## config.mk

```make
export PLATFORM = sky130hd
export DESIGN_NAME = burst_seq_gen
export DESIGN_NICKNAME = d
export VERILOG_FILES = /design/src/rtl/burst_seq_pkg.sv /design/src/rtl/burst_beat_ctr.sv /design/src/rtl/burst_order_map.sv /design/src/rtl/burst_seq_gen.sv
export SDC_FILE = /design/constraint.sdc
export NUM_CORES = 1
export LEC_CHECK = 0
export ABC_AREA = 1
export BUFFER_PORTS_ARGS = -buffer_cell sky130_fd_sc_hd__buf_2
export CAP_MARGIN = 30
export CORE_AREA = 2 2 39 41
export CTS_CLUSTER_SIZE = 10
export DETAILED_ROUTE_END_ITERATION = 16
export DIE_AREA = 0 0 41 43
export PLACE_DENSITY_LB_ADDON = 0.25
export REMOVE_ABC_BUFFERS = 1
export SLEW_MARGIN = 30
export SYNTH_ARGS = -nofsm -noshare
export SYNTH_HDL_FRONTEND = slang
export SYNTH_SLANG_ARGS = --single-unit
```

## constraint.sdc

```tcl
create_clock -name clk -period 1.7 [get_ports clk]
set_clock_uncertainty 0.2 [all_clocks]
set_input_delay 0.51 -clock clk [delete_from_list [all_inputs] [get_ports clk]]
set_output_delay 0.51 -clock clk [all_outputs]
set_load 0.05 [all_outputs]
```

## src/rtl/burst_seq_pkg.sv

```systemverilog
package burst_seq_pkg;

   typedef enum logic [1:0] {
      BCMD_HOLD = 2'd0,
      BCMD_LOAD = 2'd1,
      BCMD_STEP = 2'd2
   } burst_cmd_e;

   // a strobe wins over advance; advance high means suspend
   function automatic burst_cmd_e burst_decode(input logic proc_n,
                                               input logic ctl_n,
                                               input logic adv_n);
      if (!proc_n || !ctl_n) return BCMD_LOAD;
      if (!adv_n)            return BCMD_STEP;
      return BCMD_HOLD;
   endfunction

endpackage

```

## src/rtl/burst_beat_ctr.sv

```systemverilog
module burst_beat_ctr #(
   parameter int BEAT_BITS = 2
) (
   input  logic                 clk,
   input  logic                 rst,
   input  logic                 load,
   input  logic                 step,
   output logic [BEAT_BITS-1:0] beat_q,
   output logic [BEAT_BITS-1:0] beat_inc
);
   localparam logic [BEAT_BITS-1:0] ONE = BEAT_BITS'(1);

   assign beat_inc = beat_q + ONE;

   always_ff @(posedge clk) begin
      if (rst)       beat_q <= '0;
      else if (load) beat_q <= '0;
      else if (step) beat_q <= beat_inc;
   end

   // a step moves the index by exactly one (wrap included)
   p_beat_step_r6: assert property (@(posedge clk) disable iff (rst)
      (step && !load) |=> (beat_q == $past(beat_q) + ONE));

   // load forces beat zero even if step is also requested
   p_load_zero_r3: assert property (@(posedge clk) disable iff (rst)
      load |=> (beat_q == '0));

endmodule

```

## src/rtl/burst_order_map.sv

```systemverilog
module burst_order_map #(
   parameter int BEAT_BITS = 2
) (
   input  logic [BEAT_BITS-1:0] base,
   input  logic [BEAT_BITS-1:0] beat,
   input  logic                 interleaved,
   output logic [BEAT_BITS-1:0] addr
);
   logic [BEAT_BITS-1:0] lin_addr;
   logic [BEAT_BITS-1:0] ilv_addr;

   assign lin_addr = base + beat;

   for (genvar b = 0; b < BEAT_BITS; b++) begin : g_ilv_bit
      assign ilv_addr[b] = base[b] ^ beat[b];
   end

   assign addr = interleaved ? ilv_addr : lin_addr;

endmodule

```

## src/rtl/burst_seq_gen.sv

```systemverilog
module burst_seq_gen
   import burst_seq_pkg::*;
#(
   parameter int BEAT_BITS = 2
) (
   input  logic                 clk,
   input  logic                 rst,
   input  logic [BEAT_BITS-1:0] start_addr,
   input  logic                 strb_proc_n,
   input  logic                 strb_ctl_n,
   input  logic                 adv_n,
   input  logic                 order_sel,
   output logic [BEAT_BITS-1:0] addr_lsb,
   output logic [BEAT_BITS-1:0] beat_idx
);
   localparam int BEATS = 1 << BEAT_BITS;

   if (BEAT_BITS < 1 || BEAT_BITS > 8) begin : g_bad_width
      $error("burst_seq_gen: BEAT_BITS must be 1..8");
   end
   if (BEATS < 2) begin : g_bad_len
      $error("burst_seq_gen: burst must hold at least two beats");
   end

   burst_cmd_e           cmd;
   logic                 do_load;
   logic                 do_step;
   logic [BEAT_BITS-1:0] base_q;
   logic [BEAT_BITS-1:0] addr_q;
   logic [BEAT_BITS-1:0] beat_q;
   logic [BEAT_BITS-1:0] beat_inc;
   logic [BEAT_BITS-1:0] next_addr;

   assign cmd     = burst_decode(strb_proc_n, strb_ctl_n, adv_n);
   assign do_load = (cmd == BCMD_LOAD);
   assign do_step = (cmd == BCMD_STEP);

   burst_beat_ctr #(.BEAT_BITS(BEAT_BITS)) u_ctr (
      .clk      (clk),
      .rst      (rst),
      .load     (do_load),
      .step     (do_step),
      .beat_q   (beat_q),
      .beat_inc (beat_inc)
   );

   burst_order_map #(.BEAT_BITS(BEAT_BITS)) u_map (
      .base        (base_q),
      .beat        (beat_inc),
      .interleaved (order_sel),
      .addr        (next_addr)
   );

   always_ff @(posedge clk) begin
      if (rst) begin
         base_q <= '0;
         addr_q <= '0;
      end else begin
         unique case (cmd)
            BCMD_LOAD: begin
               base_q <= start_addr;
               addr_q <= start_addr;
            end
            BCMD_STEP: addr_q <= next_addr;
            default:   ;
         endcase
      end
   end

   assign addr_lsb = addr_q;
   assign beat_idx = beat_q;

   // either strobe captures the start value
   p_load_start_r1: assert property (@(posedge clk) disable iff (rst)
      (!strb_proc_n || !strb_ctl_n) |=> (addr_lsb == $past(start_addr) && beat_idx == '0));

   // suspend keeps both outputs
   p_suspend_hold_r7: assert property (@(posedge clk) disable iff (rst)
      (strb_proc_n && strb_ctl_n && adv_n) |=> ($stable(addr_lsb) && $stable(beat_idx)));

   // in linear order the address minus the beat is the stored start
   p_linear_key_r4: assert property (@(posedge clk) disable iff (rst)
      (strb_proc_n && strb_ctl_n && !adv_n && !order_sel)
      |=> (BEAT_BITS'(addr_lsb - beat_idx) == $past(base_q)));

   // in interleaved order the address XOR the beat is the stored start
   p_ilv_key_r5: assert property (@(posedge clk) disable iff (rst)
      (strb_proc_n && strb_ctl_n && !adv_n && order_sel)
      |=> ((addr_lsb ^ beat_idx) == $past(base_q)));

endmodule

```

==> results.md, run 1 <==
* WHS at 0.270 ns
* Tmin final at 1.62 ns
* Register area share after synthesis at 35.8%
* Fin crit share at between 90% and 100%
* DRC viols at 0
* GPL Wtd Cong at 0.672
* Pleak at between 0.2 and 0.25 nW
* Hold buffer count at CTS at 0
* Synth top cells by count: 12 x nand2_1, 6 x dfxtp_1, 6 x inv_1
* Hold path startpoint: rst
* Most common cell in the netlist: nand2_1
* Status: complete, no violations
* CP Depth at 1
* Crit. Startpoint: u_ctr.beat_q[0]
* DP Cell Count at 73
* Hold Path End: addr_lsb[1]
* Buffers on Ports at 11
* Synth area leaders: dfxtp_1 36%, nand2_1 13%, nand2_2 7.5%, inv_1 6.7%, nand3_2 6.0%
* DP HPWL at 539 um
* Pwr/cell area at 807 nW/um^2
* Clk_lat worst skew at between 0.2 and 0.3 ns
* Sw power at roughly 0.099 mW
* Maximum VDD drop at 0.207 mV
* Dominant cell type by area after synthesis: dfxtp_1
* Register area at 120 um^2
* Row count at 14
* Sw Ratio at 28.4%
* Startpoint types: flop
* DRT iter0 DRCs at 2
* Cell-internal power at roughly 0.25 mW
* H-Tree Depth at 1
* Vias in the first global route at 326
* Slew HR at 83.5%
* Non-filler instance count after layout at 76
* Number of distinct library cells after synthesis at 16
* Worst stage delay on the critical path at 0.38 ns
* Yosys warns at 0
* Cell Area, Synth at ~340 um^2
* Footprint of the multi-input gates at 176 um^2
* Setup TNS at 0 ns
* Power share of the sequential group at 43.6%
* Final Hold Viols at 0
* Worst hold-check path type: in -> reg
* DRT Pass-1 Iters at 3
* Max Slew Vio Count at 0
* Max FO, Critical Path at 4
* Synth Register Bits at 6
* Crit path capture type: output port
* Area Overhead vs Synth at 29.1%
* Final wirelength at ~650 um
* Area after DPL at slightly above 400 um^2
* Die ar. at 1760 um^2
* R2R cell count at 7
* CTS Sinks at 6
* Total gr overflow at 0
* First-pass GRT wire length at 1160 um
* Largest net degree at the start of global routing at 6
* RSZ-0062 raised after global routing: false
* Wire per inst at 8.54 um
* Top delay family on crit path: flip-flops
* Number of max-cap violations at 0
* Post-synth EDFFs at 0
* Die W at 41 um
* CTS tree: done
* Final setup fails at 0
* Worst path slowest cell: dfxtp_1
* Final Util at 31.3%
* Core ar. at 1380 um^2
* Antenna Nets Post-Route at 0
* Via density at 4.26
* Post-route cell area at roughly 430 um^2
* R2R Path Start: u_ctr.beat_q[0]
* Asr flop ratio synth at 0%
* Fillers at 162
* CTS-repair resized insts at 0
* Required @ worst endpoint at 0.99 ns
* Worst-Margin Slew at 0.249 ns
* CTS Root Cell: clkbuf_4
* CP Cell Sequence: buf_2
* Clock share of power at roughly 38%
* Syn Area/Cell at 7.29 um^2
* Gr usage total at around a tenth
* Number of nets in the layout at 71
* Die Span Y at roughly 43 um
* Clock-pin slew of the registers on the worst-case setup and hold paths at 0.05 ns
* Synth Instances at 46
* Number of post-CTS setup repair buffers at 0
* TritonCTS Buffers at 3
* CP bufs+invs at 1
* Reg2reg setup slack at 0.37 ns
* Ant diodes at 0
* Vias at 324
* Ports at 12
* Hold Path Depth at 2
* Layout cell share with drive strength beyond 1 at 45.0%
* Critical path class: reg -> out
* Initial core utilization at between 20% and 30%
* Area fraction of the dominant cell type after synthesis at 35.8%
* Gate power share at a little under a fifth
* Max Root-Sink Buffers at 2
* Reg2reg end: addr_lsb[1]
* Post-synth top flop: dfxtp_1
* Data arrival time of the critical path at approximately 0.91 ns
* Antenna violations before repair at 0
* Fmax at between 0.6 and 0.7 GHz
state kept, by name (all words and copies together) (netlist names):
name / cells
base_q: 2
u_ctr.beat_q: 2
addr_lsb: 2
per-layer routing:
metal | share of wire, % | vias to the layer above | GRT usage [%]
met5 | 0 | - | 0
met1 | 43 | 137 | 10.4
met4 | 4.0 | 0 | 10.0
met2 | 48 | 9 | 15.3
met3 | 4.3 | 4 | 3.14
li1 | - | 174 | -
placed cells by master (no fill, tap or decap):
master,instances
nand2_1,12
buf_2,11
inv_1,6
dfxtp_1,6
nand2_2,4
inv_2,3
nand3_1,3
clkbuf_4,3
a21oi_1,2
nand3_2,2
clkinv_2,1
nor2_4,1
nor2_1,1
a211oi_2,1
o22ai_1,1
a31oi_1,1
a21oi_2,1
ha_1,1
power groups by stage:
stage | combinational [mW] | clock (mW) | sequential, mW
CTS | 0.0658 | 0.135 | 0.152
detailed placement | 0.0653 | 0 | 0.155
floorplan | 0.0309 | 0 | 0.169
finish | 0.0648 | 0.132 | 0.152
global placement | 0.0648 | 0 | 0.155
global route | 0.0737 | 0.143 | 0.153
worst max-delay path by stage:
stage	end	slack, ns
finish	beat_idx[0]	0.08
CTS	beat_idx[0]	0.07
floorplan	addr_lsb[1]	0.08
global route	beat_idx[0]	0.04
detailed placement	addr_lsb[1]	0.30
global placement	addr_lsb[1]	0.31
cell type report:
class / count / area share [%]
timing repair buffer: 11 / 12.7
sequential: 6 / 27.7
multi-input combinational: 30 / 40.8
inverter: 10 / 8.96
clock buffer: 3 / 5.20
tap: 16 / 4.62
cells by family after synthesis:
kind of cell / Yosys count / share of synthesized area (%)
and+or+nand+nor: 23 / 35.8
AOI/OAI and AO/OA: 6 / 13.1
buffers and inverters: 10 / 11.6
DFF: 6 / 35.8
adders and majority gates: 1 / 3.73
worst reg2reg max path, cell delays in order, from the launching register on:
cell	delay [ns]
dfxtp_1	0.38
inv_2	0.07
ha_1	0.21
nand3_1	0.11
nand2_1	0.08
nand2_2	0.06
nand3_2	0.06
a21oi_2	0.11
through the flow:
step	power [mW]	worst slack [ns]
2_1_floorplan	0.200	0.0807
3_3_place_gp	0.220	0.313
3_5_place_dp	0.220	0.303
4_1_cts	0.353	0.0720
5_1_grt	0.370	0.0447
6_report	0.349	0.0823
No activity file was read; power rests on OpenSTA's default activity.
==> inputs of run 2 (changes only) <==
- CTS_CLUSTER_DIAMETER: not set -> 120
- RECOVER_POWER: not set -> 25
==> results.md, run 2 (synthesis results as in run 1) <==
* Status: complete, no violations
* Via density at 4.22
* Worst path slowest cell: dfxtp_1
* Final setup fails at 0
* Crit path capture type: output port
* Worst hold-check path type: in -> reg
* CTS Root Cell: clkbuf_4
* Clock-pin slew of the registers on the worst-case setup and hold paths at 0.05 ns
* Area Overhead vs Synth at 28.4%
* Tmin final at 1.62 ns
* Required @ worst endpoint at 0.99 ns
* Wire per inst at 8.58 um
* DP HPWL at about 540 um
* Number of max-cap violations at 0
* Most common cell after layout, fill and taps aside: nand2_1
* Reg2reg setup slack at 0.38 ns
* H-Tree Depth at 1
* Max FO, Critical Path at 4
* CTS-repair resized insts at 0
* Setup TNS at 0 ns
* Ports at 12
* Worst stage delay on the critical path at 0.38 ns
* Most frequent cells in the layout: 13 x nand2_1, 11 x buf_2, 6 x inv_1, 6 x dfxtp_1
* Startpoint types: flop
* Vias at 321
* Pwr/cell area at 810 nW/um^2
* Slew HR at 83.5%
* CP Cell Sequence: buf_2
* Die W at 41 um
* TritonCTS Buffers at 3
* Layout cell share with drive strength beyond 1 at between 40% and 50%
* Final wirelength at 652 um
* Gr usage total at roughly a tenth
* Post-route setup slack at about 0.082 ns
* Clk_lat worst skew at 0.25 ns
* First-pass GRT wire length at 1160 um
* Die ar. at between 1500 and 2000 um^2
* Die Span Y at 43 um
* Number of nets in the layout at between 70 and 80
* Ant diodes at 0
* Antenna violations before repair at 0
* Setup slack at placement at 0.303 ns
* Max Root-Sink Buffers at 2
* Fmax at 0.618 GHz
* Core ar. at 1380 um^2
* CP bufs+invs at 1
* Hold buffer count at CTS at 0
* GPL Wtd Cong at about 0.67
* Worst-Margin Slew at 0.249 ns
* DRC viols at 0
* DRT Pass-1 Iters at 2
* CTS tree: done
* Critical path class: reg -> out
* Number of post-CTS setup repair buffers at 0
* Row count at 14
* Antenna Nets Post-Route at 0
* CTS Sinks at 6
* Data arrival time of the critical path at just over 0.9 ns
* DP Cell Count at between 70 and 80
* Top delay family on crit path: flip-flops
* Buffers on Ports at 11
* RSZ-0062 raised after global routing: false
* DRT iter0 DRCs at 2
* Vias in the first global route at 326
* Non-filler instance count after layout at 76
* Pleak at 0.210 nW
* Largest net degree at the start of global routing at 6
* Initial core utilization at 24.2%
* Max Slew Vio Count at 0
* Final Hold Viols at 0
* Final Util at 31.1%
* Fin crit share at 95.1%
* Maximum VDD drop at 0.207 mV
* Total gr overflow at 0
[run 2: layer usage]
metal,part of all wire (%),global-route usage [%],wire length [um]
met5,0,0,0
met4,4.1,10.0,27
met3,4.1,3.14,27
met2,48,15.3,313
met1,44,10.4,284
[run 2: metrics by stage]
stage	total power [mW]	area (um^2)	hold slack [ns]
after global placement	0.220	410	0.264
final	0.349	430	0.270
after global routing	0.369	430	0.270
after detailed placement	0.220	410	0.266
after floorplan	0.200	335	0.237
after CTS	0.353	433	0.269
[run 2: final cells by class]
cell class,count,area [um^2]
Fill cell,163,953
Multi-Input combinational cell,30,174
Sequential cell,6,120
Timing Repair Buffer,11,55.1
Inverter,10,38.8
Clock buffer,3,22.5
Tap cell,16,20.0
[run 2: power breakdown]
part | switching [mW] | internal [mW]
clock | 0.0522 | 0.0799
combinational | 0.0429 | 0.0211
sequential | 0.00389 | 0.148
total | 0.0990 | 0.249
[run 2: path summary, 6_finish.rpt]
check | startpoint | end | cells past startpoint
max reg2reg | u_ctr.beat_q[0] | addr_lsb[1] | 7
max | u_ctr.beat_q[0] | beat_idx[0] | 1
min reg2reg | base_q[0] | base_q[0] | 2
min | rst | addr_lsb[1] | 2
==> inputs of run 3 (changes only) <==
- PLACE_DENSITY_LB_ADDON: 0.25 -> not set
==> results.md, run 3 (synthesis results as in run 1) <==
* Status: complete, no violations
* Worst path slowest cell: dfxtp_1
* Antenna Nets Post-Route at 0
* Max Root-Sink Buffers at 2
* Tmin final at between 1.5 and 2 ns
* CTS-repair resized insts at 0
* CTS Root Cell: clkbuf_4
* Worst hold-check path type: reg -> reg
* Largest net degree at the start of global routing at 6
* Ant diodes at 0
* CTS Sinks at 6
* DRT iter0 DRCs at 1
* Total gr overflow at 0
* Hold buffer count at CTS at 0
* Power share of the sequential group at 43.9%
* RSZ-0062 raised after global routing: false
* Register area at approximately 120 um^2
* Pleak at around 0.21 nW
* Initial core utilization at 24.2%
* Reg2reg end: addr_lsb[1]
* Most common cell after layout, fill and taps aside: nand2_1
* Worst-Margin Slew at ~0.25 ns
* Number of max-cap violations at 0
* Final setup fails at 0
* Setup TNS at 0 ns
* Critical path class: reg -> out
* CTS tree: done
* DP HPWL at 539 um
* Area Overhead vs Synth at 28.4%
* Gr usage total at a little over a tenth
* DRC viols at 0
* Vias in the first global route at 332
* Wire per inst at roughly 8.8 um
* Hold Path Depth at 2
* Via density at 4.34
* TritonCTS Buffers at 3
* CP bufs+invs at 1
* Crit path capture type: output port
* Buffers on Ports at 11
* Sw Ratio at 28.0%
* Hold path startpoint: base_q[0]
* Worst stage delay on the critical path at 0.37 ns
* Row count at 14
* Final wirelength at 670 um
* H-Tree Depth at 1
* Hold Path End: base_q[0]
* Antenna violations before repair at 0
* Required @ worst endpoint at 0.99 ns
* Pwr/cell area at 804 nW/um^2
* Core ar. at 1380 um^2
* First-pass GRT wire length at approximately 1300 um
* Fin crit share at 94.6%
* Number of nets in the layout at 71
* Fmax at 0.622 GHz
* Top delay family on crit path: flip-flops
* Vias at between 300 and 400
* Reg2reg setup slack at 0.35 ns
* Cell-internal power at 0.249 mW
* Final Hold Viols at 0
* Gate power share at 18.8%
* Number of post-CTS setup repair buffers at 0
* Die ar. at 1760 um^2
* R2R Path Start: u_ctr.beat_q[0]
* Clock-pin slew of the registers on the worst-case setup and hold paths at 0.04 ns
* Startpoint types: flop
* Tot Pwr at 0.346 mW
* Most frequent cells in the layout: 13 x nand2_1, 11 x buf_2, 6 x inv_1, 6 x dfxtp_1
* Max FO, Critical Path at 4
* Maximum VDD drop at 0.320 mV
* GPL Wtd Cong at between 0.7 and 0.8
* CP Cell Sequence: buf_2
* DRT Pass-1 Iters at 4
* Die Span Y at 43 um
* Slew HR at 83.4%
* Sw power at 0.0968 mW
* Layout cell share with drive strength beyond 1 at about 43%
* Clk_lat worst skew at 0.24 ns
* Max Slew Vio Count at 0
* Die W at around 40 um
* Footprint of the multi-input gates at 174 um^2
* Ports at 12
* R2R cell count at 7
* Fillers at ~150
* Data arrival time of the critical path at around 0.9 ns
* Clock share of power at 37.3%
[run 3: cell counts in the layout (fill, tap and decap cells not counted)]
Identical to the previous run, type by type.
[run 3: worst max-delay path by stage]
stage / slack (ns) / depth (start not counted) / startpoint / end
after floorplan: 0.08 / 8 / u_ctr.beat_q[0] / addr_lsb[1]
after global placement: 0.32 / 5 / strb_ctl_n / addr_lsb[1]
after detailed placement: 0.30 / 5 / strb_ctl_n / addr_lsb[1]
after CTS: 0.07 / 1 / u_ctr.beat_q[0] / beat_idx[0]
after global routing: 0.04 / 1 / u_ctr.beat_q[0] / beat_idx[0]
final: 0.09 / 1 / u_ctr.beat_q[0] / beat_idx[0]
[run 3: stage by stage]
| step | cells | area (um^2) | util (%) | setup slack [ns] | hold slack [ns] |
|---|---|---|---|---|---|
| finish | 76 | 430 | 31.1 | 0.0925 | 0.262 |
| global route | 76 | 430 | 31.1 | 0.0382 | 0.273 |
| CTS | 76 | 433 | 31.3 | 0.0724 | 0.264 |
| detailed placement | 73 | 410 | 29.7 | 0.302 | 0.257 |
| global placement | 73 | 410 | 29.7 | 0.319 | 0.253 |
| floorplan | 46 | 335 | - | 0.0807 | 0.237 |
[run 3: routing by layer]
metal / global-route usage (%) / wire length (um) / part of all wire [%]
met1: 12.0 / 292 / 44
met2: 15.9 / 311 / 46
met3: 6.28 / 66 / 9.9
met4: 4.00 / 0 / 0
met5: 0 / 0 / 0
[run 3: cell type report]
class                   count  share of cell area [%]
multi-input cells          30                    40.4
repair buffers             11                    12.8
clock buffers               3                    5.23
inverters                  10                    9.01
flip-flops and latches      6                    27.9
well taps                  16                    4.65
[run 3: power groups by stage]
stage                     Clock [mW]  Sequential [mW]  Combinational [mW]
after global placement             0            0.155              0.0655
final                          0.129            0.152              0.0650
after floorplan                    0            0.169              0.0309
after CTS                      0.137            0.152              0.0666
after detailed placement           0            0.155              0.0660
after global routing           0.145            0.153              0.0732
